<file path="config.mk">
export PLATFORM = sky130hd
export DESIGN_NAME = ledPulseStretcher
export DESIGN_NICKNAME = d
export VERILOG_FILES = /design/src/rtl/ledPkg.sv /design/src/rtl/stretchCtrl.sv /design/src/rtl/stretchCount.sv /design/src/rtl/rhythmGen.sv /design/src/rtl/ledPulseStretcher.sv
export SDC_FILE = /design/constraint.sdc
export NUM_CORES = 1
export LEC_CHECK = 0
export BUFFER_PORTS_ARGS = -buffer_cell sky130_fd_sc_hd__buf_2
export CORE_MARGIN = 2
export CORE_UTILIZATION = 30
export DETAILED_ROUTE_END_ITERATION = 8
export PLACE_DENSITY_LB_ADDON = 0.3
export SETUP_SLACK_MARGIN = 0.1
export SYNTH_ARGS = -nofsm -noshare
export SYNTH_HDL_FRONTEND = slang
export SYNTH_SLANG_ARGS = --single-unit
export TNS_END_PERCENT = 20
</file>
<file path="constraint.sdc">
create_clock -name clk -period 2.4 [get_ports clk]
set_input_delay 0 -clock clk [delete_from_list [all_inputs] [get_ports clk]]
set_output_delay 0 -clock clk [all_outputs]
set_load 0.05 [all_outputs]
</file>
<file path="src/rtl/ledPkg.sv">
package ledPkg;
  localparam int NUM_PATTERNS = 3;

  typedef struct packed {
    logic load;
    logic advance;
  } stretchCtl_t;
endpackage

</file>
<file path="src/rtl/stretchCtrl.sv">
module stretchCtrl
  import ledPkg::*;
(
  input  logic        clk,
  input  logic        rst,
  input  logic        eventIn,
  input  logic        runBit,
  output stretchCtl_t ctl
);
  always_comb begin
    ctl.load    = eventIn;
    ctl.advance = runBit & ~eventIn;
  end

  AST_EVENT_LIGHTS: assert property (@(posedge clk) disable iff (rst)
    eventIn |=> runBit) else $error("event did not light LED");

  AST_LOAD_PRIORITY: assert property (@(posedge clk) disable iff (rst)
    eventIn |-> !ctl.advance) else $error("advance with load");
endmodule

</file>
<file path="src/rtl/stretchCount.sv">
module stretchCount
  import ledPkg::*;
#(
  parameter int WIDTH = 21
) (
  input  logic        clk,
  input  logic        rst,
  input  stretchCtl_t ctl,
  output logic        runBit
);
  localparam logic [WIDTH-1:0] LOAD_VAL = {1'b1, {(WIDTH-1){1'b0}}};
  localparam logic [WIDTH-1:0] ALL_ONES = '1;

  logic [WIDTH-1:0] count;

  always_ff @(posedge clk) begin
    if (rst) begin
      count <= '0;
    end else if (ctl.load) begin
      count <= LOAD_VAL;
    end else if (ctl.advance) begin
      count <= count + 1'b1;
    end
  end

  assign runBit = count[WIDTH-1];

  AST_RESET_CLEAR: assert property (@(posedge clk)
    rst |=> (count == '0)) else $error("counter not cleared");

  AST_LOAD_VALUE: assert property (@(posedge clk) disable iff (rst)
    ctl.load |=> (count == LOAD_VAL)) else $error("bad load");

  AST_IDLE_HOLD: assert property (@(posedge clk) disable iff (rst)
    (!runBit && !ctl.load) |=> $stable(count)) else $error("idle drift");

  AST_WRAP_STOP: assert property (@(posedge clk) disable iff (rst)
    (count == ALL_ONES && !ctl.load) |=> (count == '0)) else $error("no wrap");
endmodule

</file>
<file path="src/rtl/rhythmGen.sv">
module rhythmGen
  import ledPkg::*;
#(
  parameter int WIDTH = 24
) (
  input  logic                    clk,
  input  logic                    rst,
  output logic [NUM_PATTERNS-1:0] pattern
);
  localparam int TOP = WIDTH - 1;

  logic [WIDTH-1:0] freeCount;

  always_ff @(posedge clk) begin
    if (rst) freeCount <= '0;
    else     freeCount <= freeCount + 1'b1;
  end

  for (genvar i = 0; i < NUM_PATTERNS; i++) begin : g_tap
    localparam int LOW = (i == 0) ? TOP : TOP - 1 - i;
    assign pattern[i] = freeCount[TOP] & freeCount[LOW];
  end

  AST_DOUBLE_INSIDE: assert property (@(posedge clk) disable iff (rst)
    pattern[1] |-> pattern[0]) else $error("double outside slow");

  AST_STROBE_INSIDE: assert property (@(posedge clk) disable iff (rst)
    pattern[2] |-> pattern[0]) else $error("strobe outside slow");
endmodule

</file>
<file path="src/rtl/ledPulseStretcher.sv">
module ledPulseStretcher
  import ledPkg::*;
#(
  parameter int STRETCH_W = 21,
  parameter int RHYTHM_W  = 24
) (
  input  logic       clk,
  input  logic       rst,
  input  logic       eventIn,
  output logic       ledOut,
  output logic [2:0] rhythmOut
);
  stretchCtl_t ctl;
  logic        runBit;

  stretchCtrl u_ctrl (
    .clk(clk), .rst(rst), .eventIn(eventIn), .runBit(runBit), .ctl(ctl)
  );

  stretchCount #(.WIDTH(STRETCH_W)) u_count (
    .clk(clk), .rst(rst), .ctl(ctl), .runBit(runBit)
  );

  rhythmGen #(.WIDTH(RHYTHM_W)) u_rhythm (
    .clk(clk), .rst(rst), .pattern(rhythmOut)
  );

  assign ledOut = runBit;

  AST_RHYTHM_RESET: assert property (@(posedge clk)
    rst |=> (rhythmOut == '0)) else $error("rhythm not cleared");
endmodule

</file>
# ---- Yosys cells after proc, flatten, opt, wreduce, memory -nomap -nowiden
# Index checks and enable logic that the tools add are counted.
dict set report totals {
  reg_bits 45
  in_bits 3
  output_inout_bits 4
  elab_cells 13
}
dict set report op_classes {
  addsub 2
  muxes 2
  bitwise 4
  n_reduce_logical 2
}
# operator count
set ops {}
lappend ops {{$mux 21} 2}
lappend ops {{$add 24x1->24 const B} 1}
lappend ops {{$add 21x1->21 const B} 1}
lappend ops {{$and 1x1->1} 3}
lappend ops {{$reduce_bool 2->1} 1}
lappend ops {{$reduce_or 2->1} 1}
lappend ops {{$not 1->1} 1}

# ---- Depth between registers and ports, before layout
# Gate-level depths: netlist of run 1.
dict set report logic_depth {
  ltp_word 4
  mapped_depth 6
  mapped_depth_nobuf 5
}

# ---- Modules after synthesis
# Synthesis of run 1 repeated with hierarchy kept, for this count alone.
dict set report hier_totals {
  cells_unflattened 237
  hier_area_um2 2089.5
}
# mod n_inst cells_each area_per_inst_um2
set modules_own_cells {}
lappend modules_own_cells {rhythmGen 1 123 1067.3}
lappend modules_own_cells {stretchCount 1 112 1001.0}
lappend modules_own_cells {stretchCtrl 1 2 21.3}

# ---- Worst setup path after synthesis of run 1
# No wires, ideal clock.
dict set report synth_timing {
  kind {register -> register}
  start {register u_count.count[20]}
  end {register u_count.count[14]}
  setup_time_ps 70
  t_arrival_ps 2005
  t_required_ps 2330
  setup_slack_ps 325
  stages_incl_launch_ff 6
  synth_period_minus_slack_ps 2075
  cell_sequence {dfxtp_1 -> nand2b_2 -> or4_1 -> buf_2 -> or3_1 -> a21oi_1}
}
dict set report synth_between {
  elab_chain_len 1
}
# element line
set synth_rtl {}
lappend synth_rtl {{start: declaration} stretchCount.sv:14} ;# logic [WIDTH-1:0] count;
lappend synth_rtl {{start signal: assignment} stretchCount.sv:22} ;# count <= count + 1'b1;
lappend synth_rtl {{$and 1x1->1} stretchCtrl.sv:12} ;# ctl.advance = runBit & ~eventIn;
# Every way passes these cells.
# A chain may end at the register's enable or synchronous reset.

# ---- Worst setup path after layout of run 1
dict set report layout_timing {
  start {register u_count.count[0]}
  end {register u_count.count[18]}
}
dict set report layout_between {
  elab_chain_len 1
}
# element line
set layout_rtl {}
lappend layout_rtl {{$add 21x1->21} stretchCount.sv:22}
# Every way passes these cells.

==> summary.txt, run 1 <==
Run status
  • Run status: completed

Synthesis
  • EDFF count, synth: 0
  • Post-synth ARST share: 0
  • Total nets after synthesis: approximately 250
  • Avg Inst Size Synth: about 8.6 um^2
  • Post-Syn Area: slightly above 2000 um^2
  • Ys Warns: 0
  • Post-synth top flop: dfxtp_1
  • Seq/Total Area, Yosys: 0.437
  • Post-synthesis cell count: between 200 and 250
  • Synth cell types: 37
  • Flops & latches, synth: between 40 and 50

Power and ir drop
  • Maximum VDD drop: roughly 0.33 mV
  • Total power: 0.00147 W
  • Leak: about 0.7 nW
  • Cell area power density: 642 nW/um^2

Clock tree
  • Clk Latency, worst-skew pair: roughly 0.30 ns
  • Root Driver: clkbuf_8
  • CTS buffer count: 5
  • CTS tree: done
  • Post-CTS Setup Inserts: 0
  • CTS sink count: 45
  • Max Buffers Root-to-Sink: 2
  • Reg clk slew, reported paths: about 0.090 ns
  • Htree depth: 2

Setup path
  • Critical R2R Capture: u_count.count[18]$_SDFFE_PP0P_
  • Startpoint Class: flip-flop
  • Reg2Reg Depth: 5
  • Worst Path Arrival: ~2.2 ns
  • Worst setup EP type: flip-flop
  • Worst path required time: 2.63 ns
  • Flop2flop setup slack: about 0.42 ns
  • CP max FO: 7
  • Reg-to-Reg Start: u_count.count[0]$_SDFFE_PP0P_
  • Kind of critical path: reg2reg

Timing
  • Final Hold Vio Count: 0
  • Pins Over Slew Limit: 0
  • Fmax achieved: ~500 MHz
  • Relative slew slack: 0.669
  • Setup TNS: 0 ns
  • Final setup viols: 0
  • Post-route minimum period: between 1.5 and 2 ns
  • Unrepaired setup endpoints after global routing: false
  • Slew at the pin closest to its max-slew limit: roughly 0.5 ns
  • Tcrit/Tclk final: 0.826
  • WHS: 0.140 ns
  • Clock Skew: 0.00933 ns

Floorplanning
  • Die area: ~7600 um^2
  • Core Region: about 6700 um^2
  • I/O pin count: 7
  • Die Ht: about 87 um
  • Row Count: 30
  • Starting Density: 0.307
  • Die Wd: 86.9 um

Cells and area
  • Fill count: between 700 and 800
  • Util after Layout: 0.341
  • Most frequent cells in the layout: 45 x dfxtp_1, 30 x nor2_1, 17 x a21oi_1
  • Most common library cell in the layout ignoring fill and taps: dfxtp_1
  • Share of cells above drive strength 1: 0.106
  • Antenna fix cells: 0
  • Final Instance Area: between 2000 and 2500 um^2
  • Layout Nets: 250
  • Area growth syn-to-layout: 11.2%

GRT
  • Antenna violations before repair: 0
  • Total track usage: 0.102
  • Grt total ovfl: 0
  • Vias in the first global route: roughly 1500
  • First-pass GRT wire length: approximately 6.3 mm
  • Largest net degree at the start of global routing: 29

Hold path
  • Hold_sp: rst
  • Hold Path End: u_rhythm.freeCount[0]$_SDFF_PP0_
  • Hold Path Depth: 2
  • Worst Hold Class: in2reg

Place
  • DP HPWL: between 2 and 2.5 mm
  • Port Buffers: 6
  • Gpl congestion: 0.746
  • Dpl cell area: about 2100 um^2

Detailed routing
  • Detail Route Antenna Nets: 0
  • DRC: 0
  • Vias per cell: between 4 and 5
  • Routed vias: 1600
  • Final wirelength: ~3.6 mm
  • Routed wire per std cell: roughly 11 um
  • Drt first pass iters: 4
  • Starting DRT DRC Count: 60

Flow run
  • Max-Cap Viols: 0
[metal layers]
metal,vias up,routed length (um),part of all wire,track usage
met2,10,1630,0.45,0.167
met3,5,106,0.029,0.0322
met5,-,0,0,0
met4,0,36,0.010,0.0341
met1,734,1830,0.51,0.128
li1,851,-,-,-
[critical path: stages, from the launching register on]
cell and delay, ns:
dfxtp_1 0.37, ha_1 0.19, nand3_2 0.15, or4_1 0.67, or3_1 0.39, a21oi_1 0.14
[registers in the layout (all words and copies together), names as in the netlist]
name / flops
u_count.count: 21
u_rhythm.freeCount: 24
[Yosys cell counts, types with 2 or more instances]
cell	instances	area (um^2)
a21oi_1	17	85.1
a31o_2	2	17.5
and2_1	4	25.0
and4_1	2	17.5
buf_1	2	7.51
buf_2	2	10.0
clkbuf_1	5	18.8
dfxtp_1	45	901
ha_1	2	25.0
inv_1	9	33.8
nand2_1	14	52.6
nand3_1	12	60.1
nand4_1	7	43.8
nand4_2	3	37.5
nor2_1	30	113
nor2b_1	3	18.8
nor3_1	6	30.0
nor4_1	7	43.8
o21ai_0	12	60.1
o31ai_1	3	22.5
or2_2	2	12.5
or3_1	13	81.3
or4_1	5	37.5
xnor2_1	15	131
xor2_1	7	61.3
[per-stage QoR]
stage,setup slack (ns),instances
6_report,0.419,326
2_1_floorplan,0.325,241
4_1_cts,0.409,326
3_3_place_gp,0.442,317
5_1_grt,0.230,326
3_5_place_dp,0.430,317
[layout make-up]
cell class                 instances  area (um^2)  share of cell area
multi-input combinational        177         1080               0.473
inverter                           9         33.8              0.0147
clock buffer                       5         68.8              0.0300
tap                               80          100              0.0436
clock inverter                     3         65.1              0.0284
sequential                        45          901               0.393
timing repair buffer               7         40.0              0.0175
[worst max-delay path by stage]
stage	startpoint	to	slack (ns)	cells after the start
global route	u_rhythm.freeCount[0]$_SDFF_PP0_	u_rhythm.freeCount[18]$_SDFF_PP0_	0.23	5
detailed placement	u_count.count[0]$_SDFFE_PP0P_	u_count.count[14]$_SDFFE_PP0P_	0.43	5
global placement	u_count.count[0]$_SDFFE_PP0P_	u_count.count[16]$_SDFFE_PP0P_	0.44	5
CTS	u_count.count[0]$_SDFFE_PP0P_	u_count.count[14]$_SDFFE_PP0P_	0.41	5
finish	u_count.count[0]$_SDFFE_PP0P_	u_count.count[18]$_SDFFE_PP0P_	0.42	5
floorplan	u_count.count[20]$_SDFFE_PP0P_	u_count.count[14]$_SDFFE_PP0P_	0.32	5
[what timing repair did]
item                      in CTS  in global routing
gates resized for setup        0                  0
hold buffers                   1                  0
hold endpoints to repair       1                  0
[kinds of logic after synthesis]
logic type / synth area share
AO/OA/AOI/OAI: 0.0982
flip-flops: 0.437
XOR/XNOR: 0.0934
multiplexers: 0.0158
buffers and inverters: 0.0376
AND/OR/NAND/NOR: 0.306
adder cells (fa/ha/maj): 0.0121
[power by group]
group,switching (W),internal (W),total (W)
clock network,0.000263,0.000414,0.000676
logic,0.0000237,0.0000129,0.0000366
registers,0.00000783,0.000752,0.000760
(Power assumes the default switching activity.)
==> inputs of run 2 (changes only) <==
clock period = 1.99 ns   (was 2.4 ns; I/O delays follow)
==> summary.txt, run 2 (synthesis gave the netlist of run 1 again) <==
Clock tree
  • Reg clk slew, reported paths: 0.08 ns (about the same)
  • CTS buffer count: 5 (unchanged)
  • Htree depth: 2 (unchanged)
  • Root Driver: clkbuf_8
  • Max Buffers Root-to-Sink: 2 (unchanged)
  • CTS sink count: 45 (unchanged)
  • Clk Latency, worst-skew pair: 0.29 ns (about the same)
  • Post-CTS Setup Inserts: 0 (unchanged)
  • CTS tree: done

Timing
  • Final Hold Vio Count: 0 (unchanged)
  • Tcrit/Tclk final: 0.920 (+0.0947)
  • Unrepaired setup endpoints after global routing: true
  • Fmax achieved: 546 MHz (+8.2%)
  • Post-route minimum period: 1.83 ns (-0.150 ns)
  • Setup TNS: 0 ns (unchanged)
  • Final setup viols: 0 (unchanged)
  • Relative slew slack: 0.749 (+0.0803)
  • Clock Skew: 0.00564 ns (-0.00369 ns)
  • Slew at the pin closest to its max-slew limit: 0.376 ns (-0.120 ns)
  • Pins Over Slew Limit: 0 (unchanged)

Setup path
  • CP max FO: 9 (+2)
  • Reg2Reg Depth: 4 (-1)
  • Cell count along the critical path: 4 (-1)
  • Crit path largest cell delay: 0.53 ns (-0.14 ns)
  • Worst Path Arrival: 2.05 ns (-0.17 ns)
  • Worst Setup SP: u_rhythm.freeCount[8]$_SDFF_PP0_
  • Worst path required time: 2.21 ns (-0.42 ns)
  • Slowest cell on crit path: or3_1
  • Flop2flop setup slack: 0.16 ns (-0.26 ns)
  • Startpoint Class: flip-flop
  • Critical R2R Capture: u_rhythm.freeCount[17]$_SDFF_PP0_
  • CP cell instances: nand4_2, or3_1, or4_1, a21oi_1
  • Worst Setup EP: u_rhythm.freeCount[17]$_SDFF_PP0_
  • Kind of critical path: reg2reg
  • Cell family with most CP delay: simple AND/OR/NAND/NOR gates
  • Reg-to-Reg Start: u_rhythm.freeCount[8]$_SDFF_PP0_
  • CP bufs+invs: 0 (unchanged)
  • Worst setup EP type: flip-flop

GRT
  • Met1 GRT Util: 0.135 (+0.00710)
  • Grt total ovfl: 0 (unchanged)
  • First-pass GRT wire length: 6.61 mm (+5.3%)
  • Largest net degree at the start of global routing: 21 (-28%)
  • Met2 Usage GRT: 0.179 (+0.0118)
  • Vias in the first global route: 1576 (+8.4%)
  • Total track usage: 0.107 (+0.00418)
  • Antenna violations before repair: 0 (unchanged)
  • Most Used Layer, Global Route: met2
  • Met3 Use GR: 0.0284 (-0.00379)

Cells and area
  • Non-filler cells, final: 332 (+1.8%)
  • Most frequent cells in the layout: 44 x dfxtp_1, 30 x nor2_1, 17 x a21oi_1
  • Max FFs per register: 24 (unchanged)
  • Regs by FF count: u_rhythm.freeCount (24), u_count.count (21)
  • Area growth syn-to-layout: 12.5%
  • Antenna fix cells: 0 (unchanged)
  • Most common library cell in the layout ignoring fill and taps: dfxtp_1
  • Layout Nets: 256 (+2.4%)
  • Share of cells above drive strength 1: 0.143 (+0.0372)
  • Largest reg by FF count: u_rhythm.freeCount

Hold path
  • Worst Hold Class: in2reg
  • Hold Path Depth: 2 (unchanged)

Place
  • Dpl cells: 323 (+1.9%)
  • Port Buffers: 6 (unchanged)
  • DP HPWL: 2.70 mm (+8.6%)
  • Gpl congestion: 0.780 (+4.6%)

Floorplanning
  • Core Region: 6720 um^2 (unchanged)
  • Die Wd: 86.9 um (unchanged)
  • Row Count: 30 (unchanged)
  • Starting Density: 0.307 (unchanged)
  • Die area: 7560 um^2 (unchanged)
  • Die Ht: 86.9 um (unchanged)
  • I/O pin count: 7 (unchanged)

Power and ir drop
  • Total power: 0.00157 W (+6.7%)
  • Maximum VDD drop: 0.328 mV (-2.0%)
  • Cell area power density: 677 nW/um^2 (+5.4%)
  • Leak: 0.725 nW (+2.5%)

Detailed routing
  • Final wirelength: 3.75 mm (+4.2%)
  • Drt first pass iters: 5 (+1)
  • Vias per cell: 4.91 (about the same)
  • Routed wire per std cell: 11.3 um (+2.3%)
  • Routed vias: 1630 (+1.9%)
  • DRC: 0 (unchanged)
  • Starting DRT DRC Count: 46 (-23%)
  • Detail Route Antenna Nets: 0 (unchanged)

Flow run
  • Max-Cap Viols: 0 (unchanged)

Run status
  • Run status: completed
==> run 2: cell types whose count changed in the layout (fill, tap and decap cells not counted), sizes merged <==
cell	delta
bufinv	-2
clkbuf	+2
buf	+6
==> run 2: cell type report <==
type                    instances  area, um^2
fillers                       713        4400
multi-input cells             177        1100
flip-flops and latches         45         902
well taps                      80         100
clock buffers                   7        96.3
repair buffers                 13        85.1
inverters                       9        33.8
clock inverters                 1        5.00
==> run 2: worst min-delay path by stage <==
stage | start | endpoint
floorplan | eventIn | u_count.count[20]$_SDFFE_PP0P_
global placement | eventIn | u_count.count[20]$_SDFFE_PP0P_
detailed placement | eventIn | u_count.count[20]$_SDFFE_PP0P_
CTS | rst | u_rhythm.freeCount[5]$_SDFF_PP0_
global route | rst | u_rhythm.freeCount[19]$_SDFF_PP0_
finish | rst | u_rhythm.freeCount[5]$_SDFF_PP0_
==> run 2: layer usage <==
metal,vias up,part of all wire
li1,866,-
met1,755,0.49
met2,9,0.48
met3,0,0.022
met4,0,0
met5,-,0
==> run 2: report_power, final <==
| part | switching, W | leakage (nW) | internal [W] |
|---|---|---|---|
| clock | 0.000295 | 0.0542 | 0.000314 |
| sequential | 0.00000968 | 0.364 | 0.000908 |
| combinational | 0.0000291 | 0.307 | 0.0000168 |
| total | 0.000333 | 0.725 | 0.00124 |
==> run 2: stage by stage <==
stage | instance area, um^2 | utilization | worst slack, ns | hold WS, ns
after floorplan | 2060 | - | 0.146 | 0.142
after global routing | 2320 | 0.345 | 0.0128 | 0.0743
final | 2320 | 0.345 | 0.159 | 0.0468
after detailed placement | 2200 | 0.327 | 0.0890 | 0.299
after CTS | 2310 | 0.344 | 0.0760 | 0.0465
after global placement | 2200 | 0.327 | 0.150 | 0.283
==> run 2: repair_timing <==
action	CTS	global route
hold buffers	1	0
endpoints found under the setup margin	6	11
resized for setup	1	2
hold endpoints to repair	1	0
